## config.mk

```make
export PLATFORM = sky130hd
export DESIGN_NAME = prio_irq_ctrl
export DESIGN_NICKNAME = d
export VERILOG_FILES = /design/src/rtl/prio_irq_pkg.sv /design/src/rtl/pic_mask_regs.sv /design/src/rtl/pic_arbiter.sv /design/src/rtl/pic_hold.sv /design/src/rtl/prio_irq_ctrl.sv
export SDC_FILE = /design/constraint.sdc
export NUM_CORES = 1
export LEC_CHECK = 0
export BUFFER_PORTS_ARGS = -buffer_cell sky130_fd_sc_hd__buf_4
export CAP_MARGIN = 15
export CORE_UTILIZATION = 48
export CTS_CLUSTER_DIAMETER = 200
export DETAILED_ROUTE_END_ITERATION = 16
export PLACE_DENSITY = 0.92
export RECOVER_POWER = 50
export SKIP_CTS_REPAIR_TIMING = 1
export SYNTH_ARGS = -nofsm -noshare
export SYNTH_HDL_FRONTEND = slang
export SYNTH_HIERARCHICAL = 1
export SYNTH_SLANG_ARGS = --single-unit
```

## constraint.sdc

```tcl
create_clock -name clk -period 2.9 [get_ports clk]
set_input_delay 0.435 -clock clk [delete_from_list [all_inputs] [get_ports clk]]
set_output_delay 0.435 -clock clk [all_outputs]
set_load 0.02 [all_outputs]
```

## src/rtl/prio_irq_pkg.sv

```systemverilog
package prio_irq_pkg;
  localparam int unsigned N_SRC = 13;
  localparam int unsigned SEL_W = 4;
  localparam int unsigned VEC_W = 16;

  typedef logic [VEC_W-1:0] vec_t;

  typedef enum logic [1:0] {
    TAKE_NONE  = 2'd0,
    TAKE_MASK  = 2'd1,
    TAKE_XPIN  = 2'd2,
    TAKE_RESET = 2'd3
  } take_kind_e;
endpackage

```

## src/rtl/pic_mask_regs.sv

```systemverilog
module pic_mask_regs (
  input  logic clk,
  input  logic rst_n,
  input  logic imask_we,
  input  logic imask_d,
  input  logic xmask_clr,
  input  logic take_ack,
  input  logic ack_sets_x,
  output logic imask,
  output logic xmask
);
  always_ff @(posedge clk or negedge rst_n) begin
    if (!rst_n) begin
      imask <= 1'b1;
    end else if (take_ack) begin
      imask <= 1'b1;
    end else if (imask_we) begin
      imask <= imask_d;
    end
  end

  always_ff @(posedge clk or negedge rst_n) begin
    if (!rst_n) begin
      xmask <= 1'b1;
    end else if (take_ack && ack_sets_x) begin
      xmask <= 1'b1;
    end else if (xmask_clr) begin
      xmask <= 1'b0;
    end
  end
endmodule

```

## src/rtl/pic_arbiter.sv

```systemverilog
module pic_arbiter #(
  parameter int unsigned N     = 13,
  parameter int unsigned SEL_W = 4,
  localparam int unsigned IDX_W = (N > 1) ? $clog2(N) : 1,
  localparam int unsigned PAD_N = 1 << SEL_W
) (
  input  logic [N-1:0]     req,
  input  logic [N-1:0]     en,
  input  logic             gmask,
  input  logic [SEL_W-1:0] promote,
  output logic             win_valid,
  output logic [IDX_W-1:0] win_idx
);
  logic [N-1:0]     elig;
  logic [PAD_N-1:0] elig_pad;
  logic [IDX_W-1:0] dflt_idx;
  logic             promo_hit;

  for (genvar g = 0; g < N; g++) begin : g_elig
    assign elig[g] = req[g] & en[g] & ~gmask;
  end

  assign elig_pad  = PAD_N'(elig);
  assign promo_hit = (int'(promote) < int'(N)) && elig_pad[promote];

  always_comb begin
    dflt_idx = '0;
    for (int k = int'(N) - 1; k >= 0; k--) begin
      if (elig[k]) dflt_idx = IDX_W'(k);
    end
  end

  assign win_valid = |elig;
  assign win_idx   = promo_hit ? IDX_W'(promote) : dflt_idx;
endmodule

```

## src/rtl/pic_hold.sv

```systemverilog
module pic_hold #(
  parameter int unsigned VEC_W = 16
) (
  input  logic             clk,
  input  logic             rst_n,
  input  logic             boundary,
  input  logic             ack,
  input  logic             cand_valid,
  input  logic [VEC_W-1:0] cand_vec,
  input  logic             cand_sets_x,
  output logic             pend,
  output logic [VEC_W-1:0] vec,
  output logic             pend_sets_x
);
  always_ff @(posedge clk or negedge rst_n) begin
    if (!rst_n) begin
      pend        <= 1'b0;
      vec         <= '0;
      pend_sets_x <= 1'b0;
    end else if (pend) begin
      if (ack) pend <= 1'b0;
    end else if (boundary && cand_valid) begin
      pend        <= 1'b1;
      vec         <= cand_vec;
      pend_sets_x <= cand_sets_x;
    end
  end
endmodule

```

## src/rtl/prio_irq_ctrl.sv

```systemverilog
module prio_irq_ctrl
  import prio_irq_pkg::*;
#(
  parameter int unsigned N       = N_SRC,
  parameter int unsigned PSEL_W  = SEL_W,
  parameter int unsigned VW      = VEC_W,
  parameter logic [VW-1:0] TOP_VEC = 16'hFFF2,
  parameter logic [VW-1:0] X_VEC   = 16'hFFF4,
  parameter logic [VW-1:0] RST_VEC = 16'hFFFE,
  localparam int unsigned IDX_W = (N > 1) ? $clog2(N) : 1
) (
  input  logic              clk,
  input  logic              rst_n,
  input  logic [N-1:0]      src_req_i,
  input  logic [N-1:0]      src_en_i,
  input  logic [PSEL_W-1:0] promote_i,
  input  logic              imask_we_i,
  input  logic              imask_d_i,
  input  logic              xmask_clr_i,
  input  logic              xirq_i,
  input  logic              rst_src_i,
  input  logic              boundary_i,
  input  logic              ack_i,
  output logic              irq_o,
  output logic [VW-1:0]     vec_o,
  output logic              imask_o,
  output logic              xmask_o
);
  logic             win_valid;
  logic [IDX_W-1:0] win_idx;
  take_kind_e       kind;
  logic [VW-1:0]    cand_vec;
  logic             pend_sets_x;
  logic             take_ack;

  pic_arbiter #(.N(N), .SEL_W(PSEL_W)) u_arb (
    .req       (src_req_i),
    .en        (src_en_i),
    .gmask     (imask_o),
    .promote   (promote_i),
    .win_valid (win_valid),
    .win_idx   (win_idx)
  );

  always_comb begin
    if (rst_src_i) begin
      kind     = TAKE_RESET;
      cand_vec = RST_VEC;
    end else if (xirq_i && !xmask_o) begin
      kind     = TAKE_XPIN;
      cand_vec = X_VEC;
    end else if (win_valid) begin
      kind     = TAKE_MASK;
      cand_vec = TOP_VEC - VW'({win_idx, 1'b0});
    end else begin
      kind     = TAKE_NONE;
      cand_vec = '0;
    end
  end

  pic_hold #(.VEC_W(VW)) u_hold (
    .clk         (clk),
    .rst_n       (rst_n),
    .boundary    (boundary_i),
    .ack         (ack_i),
    .cand_valid  (kind != TAKE_NONE),
    .cand_vec    (cand_vec),
    .cand_sets_x (kind == TAKE_XPIN || kind == TAKE_RESET),
    .pend        (irq_o),
    .vec         (vec_o),
    .pend_sets_x (pend_sets_x)
  );

  assign take_ack = ack_i & irq_o;

  pic_mask_regs u_masks (
    .clk        (clk),
    .rst_n      (rst_n),
    .imask_we   (imask_we_i),
    .imask_d    (imask_d_i),
    .xmask_clr  (xmask_clr_i),
    .take_ack   (take_ack),
    .ack_sets_x (pend_sets_x),
    .imask      (imask_o),
    .xmask      (xmask_o)
  );
endmodule

```

Yosys cells after proc, flatten, opt, wreduce, memory -nomap -nowiden
Cells that the tools add are included.
{"block": "totals", "ff_bits": 20, "in_bits": 39, "output_inout_bits": 19, "elab_cells": 79}
{"block": "classes", "addsub": 1, "n_lt_le_gt_ge": 2, "n_eq_ne": 2, "muxes": 29, "bitwise": 29, "reduce_logical": 11}
{"cell": "$mux W4", "count": 14}
{"cell": "$mux W16", "count": 3}
{"cell": "$and A1 B1 Y1", "count": 27}
{"cell": "$reduce_or A13 Y1", "count": 1}
{"cell": "$mux W1", "count": 9}
{"cell": "$sub A5 B6 Y7 const A", "count": 1}
{"cell": "$reduce_bool A2 Y1", "count": 3}
{"cell": "$lt A4 B5 Y1 const B", "count": 1}
{"cell": "$bmux W1 S4", "count": 1}
{"cell": "$eq A2 B2 Y1 const B", "count": 2}
{"cell": "$logic_and A1 B1 Y1", "count": 4}
{"cell": "$lt A4 B4 Y1 const B", "count": 1}
{"cell": "$mux W2", "count": 2}
{"cell": "$not A1 Y1", "count": 2}
{"cell": "$reduce_and A2 Y1", "count": 1}
{"cell": "$logic_not A1 Y1", "count": 1}
{"cell": "$logic_or A1 B1 Y1", "count": 1}

Longest topological paths before layout
Gate-level depths: netlist (run 1).
{"block": "depth", "ltp_word": 20, "mapped_depth": 10, "depth_no_buf": 10}

Hierarchy
The synthesis (run 1) kept the hierarchy.
{"module": "pic_hold", "n_inst": 1, "cells_each": 39, "area_per_inst_um2": 715.7, "seq_area_each_um2": 450.4}
{"module": "pic_arbiter", "n_inst": 1, "cells_each": 60, "area_per_inst_um2": 436.7, "seq_area_each_um2": 0.0}
{"module": "prio_irq_ctrl", "n_inst": 1, "cells_each": 18, "area_per_inst_um2": 132.6, "seq_area_each_um2": 0.0}
{"module": "pic_mask_regs", "n_inst": 1, "cells_each": 7, "area_per_inst_um2": 80.1, "seq_area_each_um2": 52.6}

Worst setup path before layout (run 1)
No wires, ideal clock.
{"block": "synth_timing", "kind": "reg-to-reg", "from": "register u_masks.imask", "to": "register u_hold.vec[1]", "setup_ps": 125, "arrival_ps": 2529, "required_time_ps": 2775, "slack_ps": 246, "path_stages_with_launch": 9, "path_buffers": 2, "period_less_slack_ps": 2654, "cell_sequence": "dfstp_2 -> buf_2 -> a21oi_1 -> nand2b_1 -> or3_1 -> or3b_1 -> nand3b_4 -> buf_6 -> mux2_4"}
{"block": "synth_via", "elab_cells_between_ends": 41, "classes_between": "add/sub: 1; mux: 21; bitwise: 14; reduce/logical: 5"}
{"item": "from (decl)", "line_no": "pic_mask_regs.sv:9", "rtl": "output logic imask,"}
{"item": "from (signal assigned)", "line_no": "pic_mask_regs.sv:18", "rtl": "imask <= imask_d;"}
{"item": "$not A1 Y1 (*)", "line_no": "pic_arbiter.sv:20", "rtl": "assign elig[g] = req[g] & en[g] & ~gmask;"}
{"item": "$and A1 B1 Y1", "line_no": "pic_arbiter.sv:20"}
{"item": "$reduce_or A13 Y1 (*)", "line_no": "pic_arbiter.sv:33", "rtl": "assign win_valid = |elig;"}
{"item": "named net win_valid", "line_no": "prio_irq_ctrl.sv:29", "rtl": "logic win_valid;"}
{"item": "$mux W1", "line_no": "prio_irq_ctrl.sv:52", "rtl": "end else if (win_valid) begin"}
{"item": "$mux W2", "line_no": "prio_irq_ctrl.sv:49", "rtl": "end else if (xirq_i && !xmask_o) begin"}
{"item": "$mux W2", "line_no": "prio_irq_ctrl.sv:46", "rtl": "if (rst_src_i) begin"}
{"item": "$reduce_bool A2 Y1", "line_no": "prio_irq_ctrl.sv:66", "rtl": ".cand_valid (kind != TAKE_NONE),"}
{"item": "$logic_and A1 B1 Y1", "line_no": "pic_hold.sv:22", "rtl": "end else if (boundary && cand_valid) begin"}
{"item": "$reduce_and A2 Y1 (no line)"}
{"item": "to (signal assigned)", "line_no": "pic_hold.sv:24", "rtl": "vec <= cand_vec;"}
{"item": "to (decl)", "line_no": "pic_hold.sv:12", "rtl": "output logic [VEC_W-1:0] vec,"}
Mark *: on every way through the listed nets, which the timed path passes. The rest lies on a longest branch. The select of a mux whose other input is x is not followed.
A chain may end at the register's enable or synchronous reset.

Final worst setup path (run 1)
{"block": "layout_timing", "from": "register u_masks.imask", "to": "register u_hold.vec[13]"}
Same word-level chain as after synthesis.

==> results of run 1 <==
[worst max-delay path, cell delays in order (launching register included)]
cell	delay, ns
dfstp_2	0.60
buf_4	0.19
a41o_1	0.13
nand2b_1	0.08
or3_1	0.45
or3b_1	0.46
nand3b_4	0.27
mux2_2	0.38
[cells by family after synthesis]
| kind of cell | Yosys count | synth area share [%] |
|---|---|---|
| adders and majority gates | 1 | 0.916 |
| muxes | 21 | 22.3 |
| xor gates and xnor gates | 1 | 0.642 |
| AOI/OAI and AO/OA | 33 | 19.8 |
| other | 1 | 0.275 |
| DFF | 20 | 36.8 |
| buffers and inverters | 9 | 3.12 |
| and+or+nand+nor | 38 | 16.1 |
[registers in the layout, summed over array words and instances, names as in the netlist]
name / flops
u_masks/xmask: 1
u_masks/imask: 1
u_hold/vec: 16
u_hold/pend: 1
u_hold/pend_sets_x: 1
[power groups by stage]
| stage | Sequential [mW] | Clock (mW) | Combinational (mW) |
|---|---|---|---|
| 6_report | 0.404 | 0.130 | 0.499 |
| 2_1_floorplan | 0.482 | 0 | 0.232 |
| 5_1_grt | 0.412 | 0.155 | 0.530 |
| 4_1_cts | 0.406 | 0.138 | 0.517 |
| 3_5_place_dp | 0.411 | 0 | 0.516 |
| 3_3_place_gp | 0.401 | 0 | 0.495 |
[how the worst min path moves through the flow]
stage                startpoint            end  slack (ns)  cells after the start
finish              xmask_clr_i  u_masks/xmask        0.31                      2
CTS                       rst_n  u_hold/vec[2]       -0.01                      1
floorplan                 rst_n    u_hold/pend        0.14                      0
global route        xmask_clr_i  u_masks/xmask        0.28                      2
detailed placement        rst_n  u_hold/vec[2]        0.32                      1
global placement          rst_n  u_hold/vec[5]        0.31                      1
[through the flow]
stage               hold WS [ns]  utilization [%]  cells  setup slack [ns]  total power, mW
detailed placement         0.324             70.3    210            0.0304            0.927
global route               0.284             70.6    215             0.122             1.10
finish                     0.308             70.6    215             0.222             1.03
floorplan                  0.139                -    124             0.246            0.713
CTS                     -0.00968             71.4    214             0.241             1.06
global placement           0.314             70.3    210             0.134            0.896
[metal layers]
metal / wire length [um] / part of all wire (%) / track usage, %
met4: 42 / 1.2 / 4.64
met5: 0 / 0 / 0
met1: 1430 / 40 / 29.3
met2: 1940 / 55 / 46.6
met3: 142 / 4.0 / 5.39
[area by class of cell]
cell class	count	area, um2
clock buffer	4	26.3
timing repair buffer	59	415
inverter	7	26.3
tap	30	37.5
sequential	20	503
multi-input combinational	95	820
fill	188	762
[cells in the mapped netlist, types with 2 or more instances]
cell type / number / area [um2]
a221o_1: 4 / 40.0
dfrtp_1: 18 / 450
o21ai_0: 5 / 25.0
and2_1: 3 / 18.8
a31oi_1: 2 / 12.5
nand2b_1: 3 / 18.8
nand3_1: 4 / 20.0
a21oi_1: 6 / 30.0
mux2_4: 11 / 165
or3b_1: 2 / 17.5
inv_1: 7 / 26.3
nor2_1: 3 / 11.3
a31o_2: 2 / 17.5
mux2_2: 8 / 90.1
nand2_1: 14 / 52.6
dfstp_2: 2 / 52.6
==> summary.md, run 1 <==
| Metric | Value |
|---|---|
| Sequential power share | between 30% and 40% |
| First-pass iteration count of the detailed router | 4 |
| Routed len/inst | ~17 um |
| Largest net degree at the start of global routing | 21 |
| I/O pin count | 58 |
| Number of global-route vias before repair | between 1,000 and 1,500 |
| Clock Path Buffers | 2 |
| Measured slew at the worst slew-check pin | approximately 1.0 ns |
| Gp weighted congestion | between 0.8 and 0.9 |
| Post-route cell area | ~0.0018 mm2 |
| H-tree levels | 1 |
| Die area | around 0.0031 mm2 |
| Crit Reg-Reg Endpoint | u_hold/vec[13] |
| Yosys reg bits | 20 |
| Clk sink count | 20 |
| Setup violators final | 0 |
| First-pass GRT wire length | just over 6 mm |
| CTS tree | yes |
| Clock Skew | just over 0.01 ns |
| Clk pin slew, worst setup/hold paths | ~0.090 ns |
| Logic pwr share | about half |
| Chip width | between 50 and 60 um |
| YS warnings | 6 |
| Initial antenna violation count | 0 |
| P_int | about 660 uW |
| Setup crit end | u_hold/vec[13] |
| Post-DRT Antenna Nets | 0 |
| Hold Fails Final Rpt | 0 |
| DR vias | roughly 1,300 |
| Fin crit share | approximately 92% |
| DRT iter0 DRCs | 52 |
| Library cells used by synthesis | 46 |
| Area growth, synth to finish | 33.9% |
| Worst EP required | between 3 and 4 ns |
| Total GRT Usage | 25.0% |
| Starting density of the core | between 50% and 60% |
| Worst Hold Class | in -> reg |
| Maximum vdd drop | 0.645 mV |
| Final max-slew violation count | 0 |
| Final #Nets | approximately 230 |
| Post-synth ARST share | 100% |
| Post-DP Area | approximately 0.0018 mm2 |
| Slew HR | 30.9% |
| Cells after Synth | approximately 120 |
| Clk_lat worst skew | 0.29 ns |
| Port Buffer Count | 57 |
| Cell Pwr Density | approximately 570 mW/mm2 |
| Reg2Reg Depth | 7 |
| Status | finished, final reports clean |
| Mapped Avg Cell Area | 11.0 um2 |
| Post-DP HPWL | approximately 2.9 mm |
| Setup crit start | u_masks/imask |
| Main synth FF type | dfrtp_1 |
| DIE HEIGHT | 55.3 um |
| Critical path class | reg -> reg |
| Max frequency | ~370 MHz |
| Clk root buf | clkbuf_4 |
| RSZ-0062 raised after global routing | false |
| CP Data Arrival Time | roughly 2.9 ns |
| N_diodes | 0 |
| Vias per cell | just under 6 |
| Core box area | approximately 0.0026 mm2 |
| # DRC | 0 |
| Leak | slightly above 0.8 nW |
| Commonest non-fill, non-tap cell in the layout | buf_4 |
| Synthesized cell area | 0.00137 mm2 |
| CTS Buf Count | 3 |
| NetSw | 376 uW |
| R2r setup slk | around 0.22 ns |
| CP Launch Type | flop |
| Setup TNS | 0 ns |
| Row Count | 18 |
| Worst r2r src | u_masks/imask |
| Max-cap violations | 0 |
| Post-synth EDFFs | 0 |
| Most frequent cells in the layout | 50 x buf_4, 18 x dfrtp_1, 14 x nand2_1 |
| Period minus WS final | approximately 2.7 ns |
| CP Capture Type | flop |
| Grt total ovfl | 0 |
| Sw Ratio | 36.4% |
| Seq/Total Area, Yosys | a little under two fifths |
| Total nets after synthesis | around 160 |
| Share of post-route cells with drive strength above 1 | ~45% |
| Final wirelength | ~3.5 mm |
| Clock network power share | 12.6% |
| CP max FO | 18 |
Note: power is estimated with default switching activity, not from simulation.
==> run 2: changes to the inputs <==
- CORE_ASPECT_RATIO: not set -> 0.6
- clock period: 2.9 -> 2.57 ns (I/O delays scaled with it)
==> run 2 against run 1 <==
The flow now finishes with violations (setup timing). Total power grew 34%. Combinational power rose by 42%. First-iteration DRC count grew to 3.4 times the previous value. Clock skew decreased by 0.0013 ns. Clock power is 67% higher. Largest cell class unchanged. Highest routed layer unchanged.
==> summary.md, run 2 (synthesized netlist as in run 1, its figures left out) <==
| Metric | Value |
|---|---|
| Status | complete, but fails checks |
| Failing checks | setup timing |
| Total GRT Usage | about a third |
| Clock Path Buffers | 2 |
| Setup TNS | -0.0863 ns |
| Hold Path Sink | u_masks/xmask |
| DR vias | 1,571 |
| Routed len/inst | about 23 um |
| Sequential power share | between 30% and 40% |
| Crit-path leading delay family | compound AO/OA/AOI/OAI gates |
| Chip width | 70.8 um |
| DRT iter0 DRCs | approximately 180 |
| Hold Fails Final Rpt | 0 |
| Leak | ~0.98 nW |
| Pre-CTS WS | -0.323 ns |
| Grt total ovfl | 0 |
| Most frequent cells in the layout | 77 x buf_4, 18 x dfrtp_1, 11 x nand2_1, 11 x mux2_4 |
| Worst Setup Slack, final | -0.0856 ns |
| Clock Skew | just under 0.009 ns |
| NetSw | 520 uW |
| Filler Cell Count | 145 |
| CP peak stage delay | about 0.6 ns |
| Vias per cell | ~6.4 |
| CTS Buf Count | 3 |
| Post-route cell area | approximately 0.0021 mm2 |
| Die area | between 0.003 and 0.004 mm2 |
| Clk sink count | 20 |
| CP Data Arrival Time | about 2.8 ns |
| Worst path cell trace | and3b_1 -> nand3_1 -> o311ai_4 -> o21a_4 -> o22a_2 -> inv_1 -> ha_4 -> xor2_1 -> a221o_1 -> mux2_4 |
| Initial antenna violation count | 0 |
| H-tree levels | 1 |
| Port Buffer Count | 57 |
| Sw Ratio | 37.6% |
| Hold Crit Start | xmask_clr_i |
| Total Power | ~1.4 mW |
| WP buf/inv | 1 |
| Logic pwr share | about half |
| Final design utilization | between 80% and 90% |
| Max reg flops | 16 |
| Core box area | approximately 0.0026 mm2 |
| CP Launch Type | flop |
| Worst path depth | 10 |
| DIE HEIGHT | around 43 um |
| Clk_lat worst skew | around 0.27 ns |
| Post-DP Area | roughly 0.0020 mm2 |
| Area growth, synth to finish | 55.2% |
| Starting density of the core | a little over half |
| CP max FO | 6 |
| Placed cell count | 229 |
| Largest net degree at the start of global routing | 21 |
| Reg2Reg Depth | 10 |
| # DRC | 0 |
| Worst r2r src | u_masks/imask |
| I/O pin count | 58 |
| Number of global-route vias before repair | ~1,500 |
| Fin crit share | 103% |
| Clock network power share | 15.7% |
| Row Count | 14 |
| Period minus WS final | 2.66 ns |
| Setup violators final | 2 |
| Maximum vdd drop | ~0.36 mV |
| First-pass iteration count of the detailed router | 7 |
| Max-cap violations | 0 |
| Hold Crit Depth | 2 |
| Commonest non-fill, non-tap cell in the layout | buf_4 |
| R2r setup slk | -0.09 ns |
| Slew HR | 29.5% |
| Top reg by flops | u_hold/vec |
| Post-DRT Antenna Nets | 0 |
| N_diodes | 0 |
| Crit Reg-Reg Endpoint | u_hold/vec[4] |
| CP Capture Type | flop |
| Cell Pwr Density | ~650 mW/mm2 |
| Max frequency | between 300 and 400 MHz |
| Final wirelength | 5.60 mm |
| Final #Nets | approximately 250 |
| Gp weighted congestion | a little under 0.9 |
| Share of post-route cells with drive strength above 1 | 55.7% |
| Non-filler cells, final | between 200 and 250 |
| Worst EP required | 2.72 ns |
| Post-DP HPWL | approximately 3.4 mm |
| P_int | a little under 900 uW |
| Smallest hold slack | approximately 0.30 ns |
| Worst Hold Class | in -> reg |
| Measured slew at the worst slew-check pin | around 1.1 ns |
| Clk pin slew, worst setup/hold paths | around 0.080 ns |
| Critical path class | reg -> reg |
| Final max-slew violation count | 0 |
| Clk root buf | clkbuf_8 |
| Max stage delay cell, worst path | dfstp_2 |
| First-pass GRT wire length | around 7.3 mm |
| CTS tree | yes |
## run 2: power groups by stage
| stage | clock network (mW) | registers (mW) | logic [mW] |
|---|---|---|---|
| after global placement | 0 | 0.458 | 0.602 |
| after global routing | 0.234 | 0.466 | 0.728 |
| after floorplan | 0 | 0.544 | 0.276 |
| after CTS | 0.210 | 0.464 | 0.646 |
| after detailed placement | 0 | 0.467 | 0.636 |
| final | 0.217 | 0.461 | 0.707 |
## run 2: worst max path at each step
stage | from | slack, ns | endpoint
CTS | src_req_i[10] | -0.12 | u_hold/vec[4]
floorplan | src_req_i[7] | -0.02 | u_hold/vec[4]
detailed placement | src_req_i[10] | -0.32 | u_hold/vec[4]
global route | u_masks/imask | -0.14 | u_hold/vec[4]
finish | u_masks/imask | -0.09 | u_hold/vec[4]
global placement | src_req_i[10] | -0.20 | u_hold/vec[4]
## run 2: layout make-up
cell class	count	area, um2	area share [%]
Multi-Input combinational cell	95	870	41.1
Inverter	7	26.3	1.24
Timing Repair Buffer	86	634	29.9
Clock buffer	4	45.0	2.13
Tap cell	32	40.0	1.89
Sequential cell	20	503	23.7
## run 2: worst reg2reg max path, delay by kind of cell, from the launching register on
family,cells,cell delay (ns)
AO/OA/AOI/OAI,4,0.91
flip-flops,1,0.60
AND/OR/NAND/NOR,2,0.43
multiplexers,1,0.28
adder cells (fa/ha/maj),1,0.15
buffers and inverters,1,0.13
XOR/XNOR,1,0.06
## run 2: metal layers
metal / up-vias / share of wire [%] / GRT usage (%) / routed length [um]
li1: 642 / - / - / -
met3: 39 / 10 / 7.13 / 571
met5: - / 0 / 0 / 0
met4: 0 / 5.9 / 14.8 / 328
met2: 144 / 45 / 54.4 / 2510
met1: 746 / 39 / 40.7 / 2180
